==> config.mk <==
export PLATFORM = sky130hd
export DESIGN_NAME = lpw_ctrl
export DESIGN_NICKNAME = d
export VERILOG_FILES = /design/src/rtl/lpw_pkg.sv /design/src/rtl/lpw_sync.sv /design/src/rtl/lpw_wake_detect.sv /design/src/rtl/lpw_lock_wait.sv /design/src/rtl/lpw_cause_reg.sv /design/src/rtl/lpw_ctrl.sv
export SDC_FILE = /design/constraint.sdc
export NUM_CORES = 1
export LEC_CHECK = 0
export CAP_MARGIN = 25
export CORE_MARGIN = 2
export CORE_UTILIZATION = 37
export CTS_CLUSTER_DIAMETER = 60
export CTS_CLUSTER_SIZE = 30
export DETAILED_ROUTE_END_ITERATION = 16
export PLACE_DENSITY = 0.68
export SETUP_SLACK_MARGIN = 0.3
export SYNTH_ARGS = -nofsm -noshare
export SYNTH_HDL_FRONTEND = slang
export SYNTH_SLANG_ARGS = --single-unit
==> constraint.sdc <==
create_clock -name clk -period 3.8 [get_ports clk]
set_input_delay 0.38 -clock clk [delete_from_list [all_inputs] [get_ports clk]]
set_output_delay 0.38 -clock clk [all_outputs]
set_load 0.01 [all_outputs]
==> src/rtl/lpw_pkg.sv <==
package lpw_pkg;

    localparam int NSRC = 6;

    localparam int SRC_DP   = 0;
    localparam int SRC_DM   = 1;
    localparam int SRC_SS   = 2;
    localparam int SRC_VBUS = 3;
    localparam int SRC_CTS  = 4;
    localparam int SRC_RST  = 5;

    localparam logic [1:0] MODE_ACTIVE  = 2'b00;
    localparam logic [1:0] MODE_SUSPEND = 2'b01;
    localparam logic [1:0] MODE_STANDBY = 2'b10;

    localparam logic [NSRC-1:0] SUSP_WAKE_MASK = 6'b111111;
    localparam logic [NSRC-1:0] STBY_WAKE_MASK = 6'b111000;

    typedef enum logic [2:0] {
        ST_ACTIVE    = 3'd0,
        ST_SUSP_PEND = 3'd1,
        ST_SUSPEND   = 3'd2,
        ST_STANDBY   = 3'd3,
        ST_LOCK_WAIT = 3'd4,
        ST_RESUME    = 3'd5,
        ST_RESTART   = 3'd6
    } lpw_state_e;

    typedef struct packed {
        logic clk_core;
        logic clk_phy;
        logic pll;
        logic xcvr;
        logic pwr;
    } lpw_en_t;

endpackage

==> src/rtl/lpw_sync.sv <==
module lpw_sync #(
    parameter int W      = 1,
    parameter int STAGES = 2
) (
    input  logic         clk,
    input  logic         rst_n,
    input  logic [W-1:0] d,
    output logic [W-1:0] q
);
    logic [W-1:0] pipe [STAGES];

    always_ff @(posedge clk or negedge rst_n) begin
        if (!rst_n) pipe[0] <= '0;
        else        pipe[0] <= d;
    end

    for (genvar s = 1; s < STAGES; s++) begin : g_stage
        always_ff @(posedge clk or negedge rst_n) begin
            if (!rst_n) pipe[s] <= '0;
            else        pipe[s] <= pipe[s-1];
        end
    end

    assign q = pipe[STAGES-1];
endmodule

==> src/rtl/lpw_wake_detect.sv <==
module lpw_wake_detect
    import lpw_pkg::*;
(
    input  logic            clk,
    input  logic            rst_n,
    input  logic [NSRC-1:0] src_sync,
    input  logic            cts_pol,
    input  logic            capture,
    input  logic            in_suspend,
    input  logic            in_standby,
    output logic [NSRC-1:0] hits
);
    logic [1:0]      line_base_q;
    logic [NSRC-1:0] active_src;
    logic [NSRC-1:0] mode_mask;

    // Line levels captured on the edge that enters suspend
    always_ff @(posedge clk or negedge rst_n) begin
        if (!rst_n)       line_base_q <= '0;
        else if (capture) line_base_q <= src_sync[SRC_DM:SRC_DP];
    end

    always_comb begin
        active_src           = '0;
        active_src[SRC_DP]   = src_sync[SRC_DP] ^ line_base_q[0];
        active_src[SRC_DM]   = src_sync[SRC_DM] ^ line_base_q[1];
        active_src[SRC_SS]   = src_sync[SRC_SS];
        active_src[SRC_VBUS] = src_sync[SRC_VBUS];
        active_src[SRC_CTS]  = (src_sync[SRC_CTS] == cts_pol);
        active_src[SRC_RST]  = src_sync[SRC_RST];
    end

    always_comb begin
        mode_mask = '0;
        if (in_suspend) mode_mask = SUSP_WAKE_MASK;
        if (in_standby) mode_mask = STBY_WAKE_MASK;
    end

    assign hits = active_src & mode_mask;

    AST_ONE_LOW_POWER_MODE: assert property (@(posedge clk) disable iff (!rst_n)
        $onehot0({in_suspend, in_standby}));
endmodule

==> src/rtl/lpw_lock_wait.sv <==
module lpw_lock_wait #(
    parameter int LOCK_MIN = 4
) (
    input  logic clk,
    input  logic rst_n,
    input  logic run,
    input  logic pll_lock,
    output logic done
);
    localparam int CW = $clog2(LOCK_MIN + 1);
    localparam logic [CW-1:0] LAST = CW'(LOCK_MIN - 1);

    logic [CW-1:0] cnt_q;

    always_ff @(posedge clk or negedge rst_n) begin
        if (!rst_n)             cnt_q <= '0;
        else if (!run)          cnt_q <= '0;
        else if (cnt_q != LAST) cnt_q <= cnt_q + 1'b1;
    end

    assign done = run && pll_lock && (cnt_q == LAST);

    AST_LOCK_COUNT_BOUND: assert property (@(posedge clk) disable iff (!rst_n)
        !run |=> cnt_q == '0);
endmodule

==> src/rtl/lpw_cause_reg.sv <==
module lpw_cause_reg
    import lpw_pkg::*;
(
    input  logic            clk,
    input  logic            rst_n,
    input  logic [NSRC-1:0] set,
    input  logic [NSRC-1:0] clr,
    output logic [NSRC-1:0] cause
);
    always_ff @(posedge clk or negedge rst_n) begin
        if (!rst_n) cause <= '0;
        else        cause <= (cause & ~clr) | set;
    end

    AST_CAUSE_SET_WINS: assert property (@(posedge clk) disable iff (!rst_n)
        (|set) |=> ((cause & $past(set)) == $past(set)));
endmodule

==> src/rtl/lpw_ctrl.sv <==
module lpw_ctrl
    import lpw_pkg::*;
#(
    parameter int LOCK_MIN    = 4,
    parameter int SYNC_STAGES = 2
) (
    input  logic       clk,
    input  logic       rst_n,
    input  logic       cfg_wr,
    input  logic [1:0] cfg_mode,
    input  logic       pol_wr,
    input  logic       pol_val,
    input  logic [5:0] cause_clr,
    input  logic       txn_idle,
    input  logic       dp_in,
    input  logic       dm_in,
    input  logic       ss_resume,
    input  logic       vbus_det,
    input  logic       uart_cts,
    input  logic       ext_reset,
    input  logic       pll_lock,
    output logic       clk_en_core,
    output logic       clk_en_phy,
    output logic       pll_en,
    output logic       xcvr_en,
    output logic       core_pwr_en,
    output logic       core_resume,
    output logic       core_restart,
    output logic [1:0] cur_mode,
    output logic [5:0] wake_cause
);
    lpw_state_e      state_q, state_d;
    logic [NSRC-1:0] src_raw, src_sync, hits;
    logic            pol_q;
    logic            wake_any, lock_done;
    logic            in_susp, in_stby, enter_susp;
    lpw_en_t         en;

    assign src_raw = {ext_reset, uart_cts, vbus_det, ss_resume, dm_in, dp_in};

    lpw_sync #(.W(NSRC), .STAGES(SYNC_STAGES)) u_sync (
        .clk   (clk),
        .rst_n (rst_n),
        .d     (src_raw),
        .q     (src_sync)
    );

    always_ff @(posedge clk or negedge rst_n) begin
        if (!rst_n)      pol_q <= 1'b0;
        else if (pol_wr) pol_q <= pol_val;
    end

    assign in_susp    = (state_q == ST_SUSPEND);
    assign in_stby    = (state_q == ST_STANDBY);
    assign enter_susp = (state_q == ST_SUSP_PEND) && txn_idle;

    lpw_wake_detect u_detect (
        .clk        (clk),
        .rst_n      (rst_n),
        .src_sync   (src_sync),
        .cts_pol    (pol_q),
        .capture    (enter_susp),
        .in_suspend (in_susp),
        .in_standby (in_stby),
        .hits       (hits)
    );

    assign wake_any = |hits;

    lpw_lock_wait #(.LOCK_MIN(LOCK_MIN)) u_lock (
        .clk      (clk),
        .rst_n    (rst_n),
        .run      (state_q == ST_LOCK_WAIT),
        .pll_lock (pll_lock),
        .done     (lock_done)
    );

    lpw_cause_reg u_cause (
        .clk   (clk),
        .rst_n (rst_n),
        .set   (hits),
        .clr   (cause_clr),
        .cause (wake_cause)
    );

    // State register
    always_ff @(posedge clk or negedge rst_n) begin
        if (!rst_n) state_q <= ST_ACTIVE;
        else        state_q <= state_d;
    end

    // Next-state logic
    always_comb begin
        state_d = state_q;
        unique case (state_q)
            ST_ACTIVE: begin
                if (cfg_wr && cfg_mode == MODE_SUSPEND)      state_d = ST_SUSP_PEND;
                else if (cfg_wr && cfg_mode == MODE_STANDBY) state_d = ST_STANDBY;
            end
            ST_SUSP_PEND: begin
                if (cfg_wr && cfg_mode == MODE_ACTIVE) state_d = ST_ACTIVE;
                else if (txn_idle)                     state_d = ST_SUSPEND;
            end
            ST_SUSPEND: begin
                if (wake_any) state_d = hits[SRC_RST] ? ST_RESTART : ST_RESUME;
            end
            ST_STANDBY: begin
                if (wake_any) state_d = ST_LOCK_WAIT;
            end
            ST_LOCK_WAIT: begin
                if (lock_done) state_d = ST_RESTART;
            end
            ST_RESUME:  state_d = ST_ACTIVE;
            ST_RESTART: state_d = ST_ACTIVE;
            default:    state_d = ST_ACTIVE;
        endcase
    end

    // Output decode
    always_comb begin
        en           = '{clk_core: 1'b1, clk_phy: 1'b1, pll: 1'b1, xcvr: 1'b1, pwr: 1'b1};
        cur_mode     = MODE_ACTIVE;
        core_resume  = 1'b0;
        core_restart = 1'b0;
        unique case (state_q)
            ST_ACTIVE, ST_SUSP_PEND: ;
            ST_SUSPEND: begin
                en.clk_core = 1'b0;
                cur_mode    = MODE_SUSPEND;
            end
            ST_STANDBY: begin
                en       = '0;
                cur_mode = MODE_STANDBY;
            end
            ST_LOCK_WAIT: begin
                en.clk_core = 1'b0;
                en.clk_phy  = 1'b0;
                cur_mode    = MODE_STANDBY;
            end
            ST_RESUME:  core_resume  = 1'b1;
            ST_RESTART: core_restart = 1'b1;
            default: ;
        endcase
    end

    assign clk_en_core = en.clk_core;
    assign clk_en_phy  = en.clk_phy;
    assign pll_en      = en.pll;
    assign xcvr_en     = en.xcvr;
    assign core_pwr_en = en.pwr;

    AST_SUSP_WAITS_IDLE: assert property (@(posedge clk) disable iff (!rst_n)
        (state_q == ST_SUSP_PEND && !txn_idle) |=> state_q != ST_SUSPEND);

    AST_PULSES_EXCLUSIVE: assert property (@(posedge clk) disable iff (!rst_n)
        !(core_resume && core_restart));

    AST_RESTART_SINGLE: assert property (@(posedge clk) disable iff (!rst_n)
        core_restart |=> !core_restart);

    AST_RESUME_SINGLE: assert property (@(posedge clk) disable iff (!rst_n)
        core_resume |=> !core_resume);

    AST_CLOCKS_AFTER_LOCK: assert property (@(posedge clk) disable iff (!rst_n)
        (state_q == ST_LOCK_WAIT && !pll_lock) |=> !clk_en_core);

    AST_STBY_STAYS_WITHOUT_WAKE: assert property (@(posedge clk) disable iff (!rst_n)
        (state_q == ST_STANDBY && hits == '0) |=> cur_mode == MODE_STANDBY);
endmodule

==> results.sh, run 1 <==
export IMPL_drv_slew=0
export IMPL_ctsResizeCount=0
export IMPL_pwr_share_clk_pct=12.4
export IMPL_p_sw_w=0.000322
export IMPL_final_cell_mix="clkdlybuf4s50_1 (35), dfrtp_1 (27), inv_1 (10)"
export IMPL_cp_slowest_cell="dfrtp_1"
export IMPL_crit_buf_inv=1
export IMPL_grt_max_degree=19
export IMPL_peakVddDrop_v=0.000266
export IMPL_cts_tree="done"
export IMPL_fin_util_pct=52.6
export IMPL_clockBufferDepth=2
export IMPL_tightest_slew_ns=0.542
export IMPL_num_vias=805
export IMPL_regToRegStartpoint="state_q[0]$_DFFE_PN0P_"
export IMPL_path_delay_family="simple AND/OR/NAND/NOR gates"
export IMPL_nNetsFinal=159
export IMPL_syn_to_final_growth_pct=36.2
export IMPL_grt_pass1_vias=789
export IMPL_fmax_mhz=406
export IMPL_p_comb_share_pct=43.9
export IMPL_gp_congestion=0.737
export IMPL_ff2ff_setup_slack_ns=2.27
export IMPL_die_w_um=60.2
export IMPL_ys_seq_area_share_pct=57.8
export IMPL_fin_skew_ns=0.00835
export IMPL_rsz0062_at_grt="false"
export IMPL_finalHoldViolations=0
export IMPL_drive_gt1_share_pct=14.8
export IMPL_crit_path_start_kind="register"
export IMPL_clk_latency_ns=0.32
export IMPL_avgSynthCellArea_um2=11.8
export IMPL_cts_root_buffer="clkbuf_4"
export IMPL_worstPathCellList="or3b_2 -> nand2_1 -> clkdlybuf4s50_1"
export IMPL_slowest_delay_ns=0.55
export IMPL_synth_fp_nets=122
export IMPL_dp_final_hpwl_um=1620
export IMPL_post_cts_setup_buffers=0
export IMPL_wl_met3_um=115
export IMPL_period_needed_ns=2.46
export IMPL_ios=36
export IMPL_cp_max_fo=16
export IMPL_top_layer_used="met4"
export IMPL_cts_buffers_inserted=3
export IMPL_dieArea_um2=3620
export IMPL_ys_seq_elements=27
export IMPL_clk_pin_slew_ns=0.14
export IMPL_crit_cells=3
export IMPL_tns_ns=0
export IMPL_antenna_found_initial=0
export IMPL_start_util_pct=38.6
export IMPL_end_kind="output port"
export IMPL_grt_overflow=0
export IMPL_outcome="complete, no violations"
export IMPL_arrival_ns=2.08
export IMPL_die_y_um=60.2
export IMPL_synth_distinct_cells=30
export IMPL_route_final_wire_length_um=2030
export IMPL_finalHoldWorstSlack_ns=0.365
export IMPL_p_per_area_nw_per_um2=606
export IMPL_p_int_w=0.000642
export IMPL_core_um2=3030
export IMPL_avgViaCountPerCell=4.50
export IMPL_grt_usage_pct=12.2
export IMPL_drt_iter0_markers=4
export IMPL_syn_area_um2=1170
export IMPL_crit_type="register to output port"
export IMPL_grt_pass1_wl_um=3250
export IMPL_syn_instance_count=99
export IMPL_final_common_cell="clkdlybuf4s50_1"
export IMPL_required_ns=3.42
export IMPL_antenna_cells=0
export IMPL_r2r_cells=4
export IMPL_wl_per_cell_um=11.3
export IMPL_h_tree_depth=1
export IMPL_routed_wl_met2_um=965
export IMPL_synth_warning_count=0
export IMPL_cp_startpoint="state_q[0]$_DFFE_PN0P_"
export IMPL_ant_nets=0
export IMPL_power_frac_seq_pct=43.7
export IMPL_finalCritPeriodShare_pct=64.8
export IMPL_clock_sinks=27
export IMPL_slew_headroom_pct=63.7
export IMPL_rows=20
export IMPL_power_leakage_nw=0.694
export IMPL_drc=0
export IMPL_port_buffers=35
export IMPL_reg2reg_to="state_q[1]$_DFFE_PN0P_"
export IMPL_wl_met1_um=904
export IMPL_cts_hold_fix_buffers=0
export IMPL_min_path_cells=0
export IMPL_power_share_switching_pct=33.4
export IMPL_drv_cap=0
export IMPL_setup_viol=0
export IMPL_holdCritPathClass="register to register"
export IMPL_critPathCapture="cur_mode[1]"
export IMPL_dr_pass1_iters=3
-- layout make-up --
type / count / area, um2
Clock buffer: 3 / 22.5
Multi-Input combinational cell: 58 / 418
Inverter: 10 / 37.5
Clock inverter: 1 / 5.00
Timing Repair Buffer: 36 / 378
Tap cell: 44 / 55.1
Sequential cell: 27 / 676
Fill cell: 266 / 1440
-- routing by layer --
metal  up-vias  GRT usage, %
li1        397             -
met1       379          15.8
met2        24          18.9
met3         5          2.81
met4         0          6.67
met5         -             0
-- worst register-to-register path, delay by kind of cell, from the launching register on --
kind / cells / cell delay, ns
DFF: 1 / 0.55
AOI/OAI and AO/OA: 3 / 0.46
and+or+nand+nor: 1 / 0.43
-- state kept, by name, summed over array words and instances, names as in the netlist --
| name | cells |
|---|---|
| u_cause.cause | 6 |
| pol_q | 1 |
| u_sync.pipe | 6 |
| u_lock.cnt_q | 3 |
| u_detect.line_base_q | 2 |
| state_q | 3 |
| u_sync.q | 6 |
-- power by group through the flow --
| stage | clock network, W | registers (W) | logic, W |
|---|---|---|---|
| floorplan | 0 | 0.000416 | 0.000259 |
| global placement | 0 | 0.000422 | 0.000419 |
| detailed placement | 0 | 0.000427 | 0.000430 |
| CTS | 0.000125 | 0.000422 | 0.000431 |
| global route | 0.000137 | 0.000436 | 0.000465 |
| finish | 0.000120 | 0.000421 | 0.000423 |
-- cells in the mapped netlist --
cell       instances  share of area (%)
dfrtp_1           27                 58
inv_1             10                3.2
nor2_1             8                2.6
nand2_1            7                2.2
o22ai_1            5                2.7
a21oi_1            3                1.3
mux2_2             3                2.9
o21ai_0            3                1.3
or2b_2             3                2.2
xnor2_1            3                2.2
a21o_2             2                1.5
and3b_2            2                1.7
buf_4              2                1.3
buf_6              2                1.9
ha_1               2                2.1
o2bb2ai_1          2                1.5
xor2_1             2                1.5
a211oi_1           1               0.64
and3_1             1               0.54
mux2i_1            1               0.86
nand2b_1           1               0.54
nand2b_2           1               0.75
nor2_2             1               0.54
nor2b_4            1                1.2
nor3b_1            1               0.64
o2111ai_2          1                1.3
o211a_1            1               0.86
o21bai_1           1               0.64
or3b_1             1               0.75
or3b_2             1               0.75
-- stage by stage --
step	total power, W	cells	setup WS [ns]	instance area, um2
final	0.000965	179	1.34	1590
after floorplan	0.000675	99	2.17	1170
after global placement	0.000841	174	1.75	1540
after global routing	0.00104	179	1.24	1590
after CTS	0.000978	179	1.33	1590
after detailed placement	0.000856	175	1.73	1560
-- worst min path at each step --
stage                         startpoint                     to  slack, ns
2_1_floorplan                      rst_n      pol_q$_DFFE_PN0P_       0.08
3_3_place_gp   u_sync.pipe[10]$_DFF_PN0_  u_sync.q[4]$_DFF_PN0_       0.33
3_5_place_dp    u_sync.pipe[7]$_DFF_PN0_  u_sync.q[1]$_DFF_PN0_       0.34
4_1_cts        u_sync.pipe[10]$_DFF_PN0_  u_sync.q[4]$_DFF_PN0_       0.37
5_1_grt        u_sync.pipe[10]$_DFF_PN0_  u_sync.q[4]$_DFF_PN0_       0.37
6_report       u_sync.pipe[10]$_DFF_PN0_  u_sync.q[4]$_DFF_PN0_       0.37
-- logic make-up (layout without fill, tap and decap cells) --
kind of cell / count (synthesis) / count (layout) / synth area share, %
flip-flops: 27 / 27 / 57.8
buffers and inverters: 14 / 50 / 6.42
AO/OA/AOI/OAI: 19 / 19 / 11.7
adder cells (fa/ha/maj): 2 / 2 / 2.14
XOR/XNOR: 5 / 5 / 3.75
AND/OR/NAND/NOR: 28 / 28 / 14.5
multiplexers: 4 / 4 / 3.75
Note: power is estimated with default switching activity, not from simulation.
==> inputs of run 2 (changes only) <==
- PLACE_DENSITY: 0.68 -> 0.7
- clock period: 3.8 -> 2.1 ns (I/O delays scaled with it)
==> run 2 against run 1 <==
- clock skew is 0.0027 ns lower
- first-iteration DRC count grew to 6.0 times the previous value
- via count is 4.3% higher
- largest cell class unchanged
- sequential share of layout area is 0.45 points lower
- critical endpoint is now clk_en_phy
==> results.sh, run 2 (synthesis results as in run 1) <==
export IMPL_grt_overflow=0
export IMPL_end_kind="output port"
export IMPL_clockBufferDepth=2
export IMPL_crit_path_start_kind="register"
export IMPL_multi_input_area_um2=430
export IMPL_clk_latency_ns=0.31
export IMPL_holdCritPathClass="input pin to async pin"
export IMPL_port_buffers=35
export IMPL_finalCritPeriodShare_pct=83.5
export IMPL_cp_slowest_cell="dfrtp_2"
export IMPL_rsz0062_at_grt="true"
export IMPL_clock_sinks=27
export IMPL_peakVddDrop_v=0.000496
export IMPL_num_vias=840
export IMPL_path_delay_family="simple AND/OR/NAND/NOR gates"
export IMPL_p_per_area_nw_per_um2=1110
export IMPL_tightest_slew_ns=0.347
export IMPL_grt_pass1_vias=830
export IMPL_power_leakage_nw=0.725
export IMPL_drv_cap=0
export IMPL_antenna_found_initial=0
export IMPL_fin_skew_ns=0.00568
export IMPL_regArea_um2=677
export IMPL_wl_met3_um=114
export IMPL_cts_buffers_inserted=3
export IMPL_grt_usage_pct=12.0
export IMPL_nFillCells=282
export IMPL_top_layer_used="met4"
export IMPL_antenna_cells=0
export IMPL_dr_pass1_iters=4
export IMPL_worstPathCellList="or3b_4 -> nand2_2 -> inv_1 -> dlygate4sd2_1"
export IMPL_fmax_mhz=570
export IMPL_crit_type="register to output port"
export IMPL_ant_nets=0
export IMPL_drv_slew=0
export IMPL_crit_cells=4
export IMPL_cts_tree="done"
export IMPL_drt_iter0_markers=24
export IMPL_preCtsSetupSlack_ns=0.281
export IMPL_slew_headroom_pct=76.6
export IMPL_syn_to_final_growth_pct=37.9
export IMPL_finalHoldViolations=0
export IMPL_start_util_pct=38.6
export IMPL_required_ns=1.89
export IMPL_routed_wl_met2_um=1120
export IMPL_clk_pin_slew_ns=0.14
export IMPL_dp_final_hpwl_um=1600
export IMPL_wl_met1_um=853
export IMPL_slowest_delay_ns=0.43
export IMPL_setup_viol=0
export IMPL_grt_max_degree=28
export IMPL_cts_root_buffer="clkbuf_4"
export IMPL_ios=36
export IMPL_rows=20
export IMPL_arrival_ns=1.54
export IMPL_nNetsFinal=164
export IMPL_die_w_um=60.2
export IMPL_h_tree_depth=1
export IMPL_drc=0
export IMPL_final_cell_mix="clkdlybuf4s50_1 (26), dfrtp_1 (26), inv_1 (10)"
export IMPL_die_y_um=60.2
export IMPL_worst_slack_ns=0.347
export IMPL_drive_gt1_share_pct=20.7
export IMPL_wl_per_cell_um=11.4
export IMPL_crit_buf_inv=2
export IMPL_avgViaCountPerCell=4.57
export IMPL_outcome="complete, no violations"
export IMPL_tns_ns=0
export IMPL_gp_congestion=0.774
export IMPL_route_final_wire_length_um=2100
export IMPL_core_um2=3030
export IMPL_r2r_cells=5
export IMPL_cp_max_fo=4
export IMPL_dieArea_um2=3620
export IMPL_grt_pass1_wl_um=3270
export IMPL_period_needed_ns=1.75
-- run 2: cell types whose count changed in the layout (fill, tap and decap cells not counted), sizes merged --
cell	previous run	this run
buf	1	6
clkdlybuf4s50	35	26
dlygate4sd2	0	9
-- run 2: where the power goes --
part	internal [W]	leakage [nW]	total, W	switching [W]
combinational	0.000463	0.374	0.000858	0.000395
sequential	0.000644	0.333	0.000712	0.0000675
clock	0.0000711	0.0177	0.000212	0.000141
total	0.00118	0.725	0.00178	0.000603
-- run 2: per-layer routing --
layer,track usage (%),vias up
met5,0,-
met4,4.76,0
met3,1.95,2
met2,22.8,23
met1,13.1,405
li1,-,410
-- run 2: path summary, 6_finish.rpt --
path                                           from                        to  slack [ns]
max                          state_q[1]$_DFFE_PN0P_                clk_en_phy        0.35
min reg2reg                u_sync.pipe[6]$_DFF_PN0_     u_sync.q[0]$_DFF_PN0_        0.36
max in group asynchronous                     rst_n    state_q[1]$_DFFE_PN0P_        1.59
min in group clk                          ss_resume  u_sync.pipe[8]$_DFF_PN0_        0.31
max reg2reg                  state_q[0]$_DFFE_PN0P_    state_q[1]$_DFFE_PN0P_        0.57
min                                           rst_n  u_sync.pipe[8]$_DFF_PN0_        0.24
-- run 2: final cells by class --
type,instances,share of cell area [%]
tap,44,3.42
clock buffer,3,1.40
multi-input combinational,58,26.7
inverter,10,2.33
sequential,27,42.0
timing repair buffer,41,23.8
clock inverter,1,0.311
-- run 2: repair_timing --
item,CTS,global route
buffers inserted,2,1
setup endpoints to repair,9,3
gates cloned,0,0
hold buffers,0,0
resized for setup,10,4
endpoints found under the hold margin,0,0
-- run 2: stage by stage --
step	utilization (%)	std cells	power (W)	area [um2]	hold slack [ns]
global route	53.2	184	0.00190	1610	0.245
finish	53.2	184	0.00178	1610	0.237
CTS	52.6	183	0.00177	1590	0.233
global placement	51.5	177	0.00155	1560	0.333
floorplan	-	99	0.00122	1170	-0.0856
detailed placement	51.5	177	0.00157	1560	0.336
-- run 2: worst register-to-register path: stages, from the launching register on --
cell       delay [ns]
dfrtp_1          0.40
buf_4            0.19
or3b_1           0.38
a21oi_1          0.17
o2bb2ai_1        0.09
o211a_1          0.21
==> inputs of run 3 (changes only) <==
- PLACE_DENSITY: 0.7 -> 0.68
- clock period: 2.1 -> 1.8 ns (I/O delays scaled with it)
==> run 3 against run 2 <==
- sequential cell count is the same
- clock power grew 19%
- die area unchanged
- clock skew fell by 0.00052 ns
- sequential share of layout area shrank 1.9 points
- via count decreased by 0.24%
- design area up 4.4%
- non-clock buffer count grew 6
- final cell count up 3.3%
==> results.sh, run 3 (synthesis results as in run 1) <==
export IMPL_finalCritPeriodShare_pct=87.9
export IMPL_dp_final_hpwl_um=1580
export IMPL_die_y_um=60.2
export IMPL_fmax_mhz=632
export IMPL_nNetsFinal=170
export IMPL_ant_nets=0
export IMPL_h_tree_depth=1
export IMPL_drc=0
export IMPL_gp_congestion=0.766
export IMPL_power_leakage_nw=0.756
export IMPL_grt_pass1_wl_um=3430
export IMPL_rows=20
export IMPL_grt_overflow=0
export IMPL_antenna_cells=0
export IMPL_outcome="complete, no violations"
export IMPL_grt_usage_pct=13.2
export IMPL_clockBufferDepth=2
export IMPL_dieArea_um2=3620
export IMPL_peakVddDrop_v=0.000793
export IMPL_cts_root_buffer="clkbuf_4"
export IMPL_crit_path_start_kind="register"
export IMPL_drt_iter0_markers=30
export IMPL_clock_sinks=27
export IMPL_fin_util_pct=55.6
export IMPL_cp_max_fo=5
export IMPL_num_vias=838
export IMPL_port_buffers=35
export IMPL_final_common_cell="dfrtp_1"
export IMPL_drv_slew=0
export IMPL_fin_skew_ns=0.00516
export IMPL_finalHoldViolations=0
export IMPL_clk_latency_ns=0.32
export IMPL_crit_type="register to register"
export IMPL_start_util_pct=38.6
export IMPL_r2r_cells=6
export IMPL_avgViaCountPerCell=4.41
export IMPL_holdCritPathClass="input pin to async pin"
export IMPL_setup_viol=0
export IMPL_end_kind="register"
export IMPL_tightest_slew_ns=0.324
export IMPL_grt_max_degree=28
export IMPL_rsz0062_at_grt="true"
export IMPL_dr_pass1_iters=4
export IMPL_wl_per_cell_um=11.3
export IMPL_drive_gt1_share_pct=32.2
export IMPL_tns_ns=0
export IMPL_p_per_area_nw_per_um2=1360
export IMPL_core_um2=3030
export IMPL_period_needed_ns=1.58
export IMPL_slew_headroom_pct=78.4
export IMPL_syn_to_final_growth_pct=44.0
export IMPL_ios=36
export IMPL_final_cell_mix="dfrtp_1 (27), clkdlybuf4s50_1 (26), inv_1 (9)"
export IMPL_grt_pass1_vias=829
export IMPL_cts_tree="done"
export IMPL_cts_buffers_inserted=3
export IMPL_antenna_found_initial=0
export IMPL_clk_pin_slew_ns=0.14
export IMPL_route_final_wire_length_um=2150
export IMPL_drv_cap=0
export IMPL_die_w_um=60.2
export IMPL_arrival_ns=1.81
export IMPL_required_ns=2.02
-- run 3: changes by cell type in the layout (fill, tap and decap cells not counted), sizes merged --
| cell | change |
|---|---|
| buf | +14 |
| dlygate4sd2 | -9 |
| clkbuf | +1 |
-- run 3: report_power, final --
part	internal, W	total [W]	switching, W
clock	0.0000832	0.000253	0.000170
sequential	0.000750	0.000835	0.0000851
combinational	0.000688	0.00121	0.000517
total	0.00152	0.00229	0.000772
-- run 3: metrics by stage --
stage          setup slack [ns]  hold WS [ns]  power, W  instances  instance area [um2]
4_1_cts                   0.218         0.210   0.00227        188                 1670
2_1_floorplan             0.369        -0.116   0.00143         99                 1170
3_3_place_gp             0.0920         0.333   0.00185        180                 1580
5_1_grt                   0.161         0.216   0.00246        190                 1680
6_report                  0.217         0.201   0.00229        190                 1680
3_5_place_dp             0.0827         0.337   0.00188        180                 1580
-- run 3: per-layer routing --
layer  vias to the layer above  wire (um)  global-route usage [%]
met2                        23       1040                    22.0
li1                        422          -                       -
met3                         4        105                    2.60
met1                       389        964                    16.0
met5                         -          0                       0
met4                         0         44                    6.67
-- run 3: worst paths after layout --
kind | start | endpoint | slack [ns]
worst max-delay path | state_q[2]$_DFFE_PN0P_ | state_q[1]$_DFFE_PN0P_ | 0.22
worst min-delay path | rst_n | u_sync.pipe[7]$_DFF_PN0_ | 0.20
worst max register to register | state_q[2]$_DFFE_PN0P_ | state_q[1]$_DFFE_PN0P_ | 0.22
worst min register to register | u_sync.pipe[6]$_DFF_PN0_ | u_sync.q[0]$_DFF_PN0_ | 0.37
max in group asynchronous | rst_n | state_q[1]$_DFFE_PN0P_ | 1.35
min in group clk | vbus_det | u_sync.pipe[9]$_DFF_PN0_ | 0.28
-- run 3: final cells by class --
type,count,area (um2)
inverters,10,40.0
clock inverters,1,5.00
multi-input cells,58,455
repair buffers,47,429
well taps,44,55.1
flip-flops and latches,27,676
clock buffers,3,22.5
fillers,271,1350
-- run 3: worst max-delay path, stage by stage (launching register included) --
cell and delay [ns]:
dfrtp_1 0.43, buf_6 0.14, buf_4 0.14, or3b_4 0.37
a21oi_2 0.15, o2bb2ai_1 0.07, o211a_1 0.20
-- run 3: what timing repair did --
action                     4_1_cts  5_1_grt
pin swaps                        5        4
hold buffers                     0        0
resized for setup               51        4
buffers inserted                 4        2
setup endpoints to repair       10       13
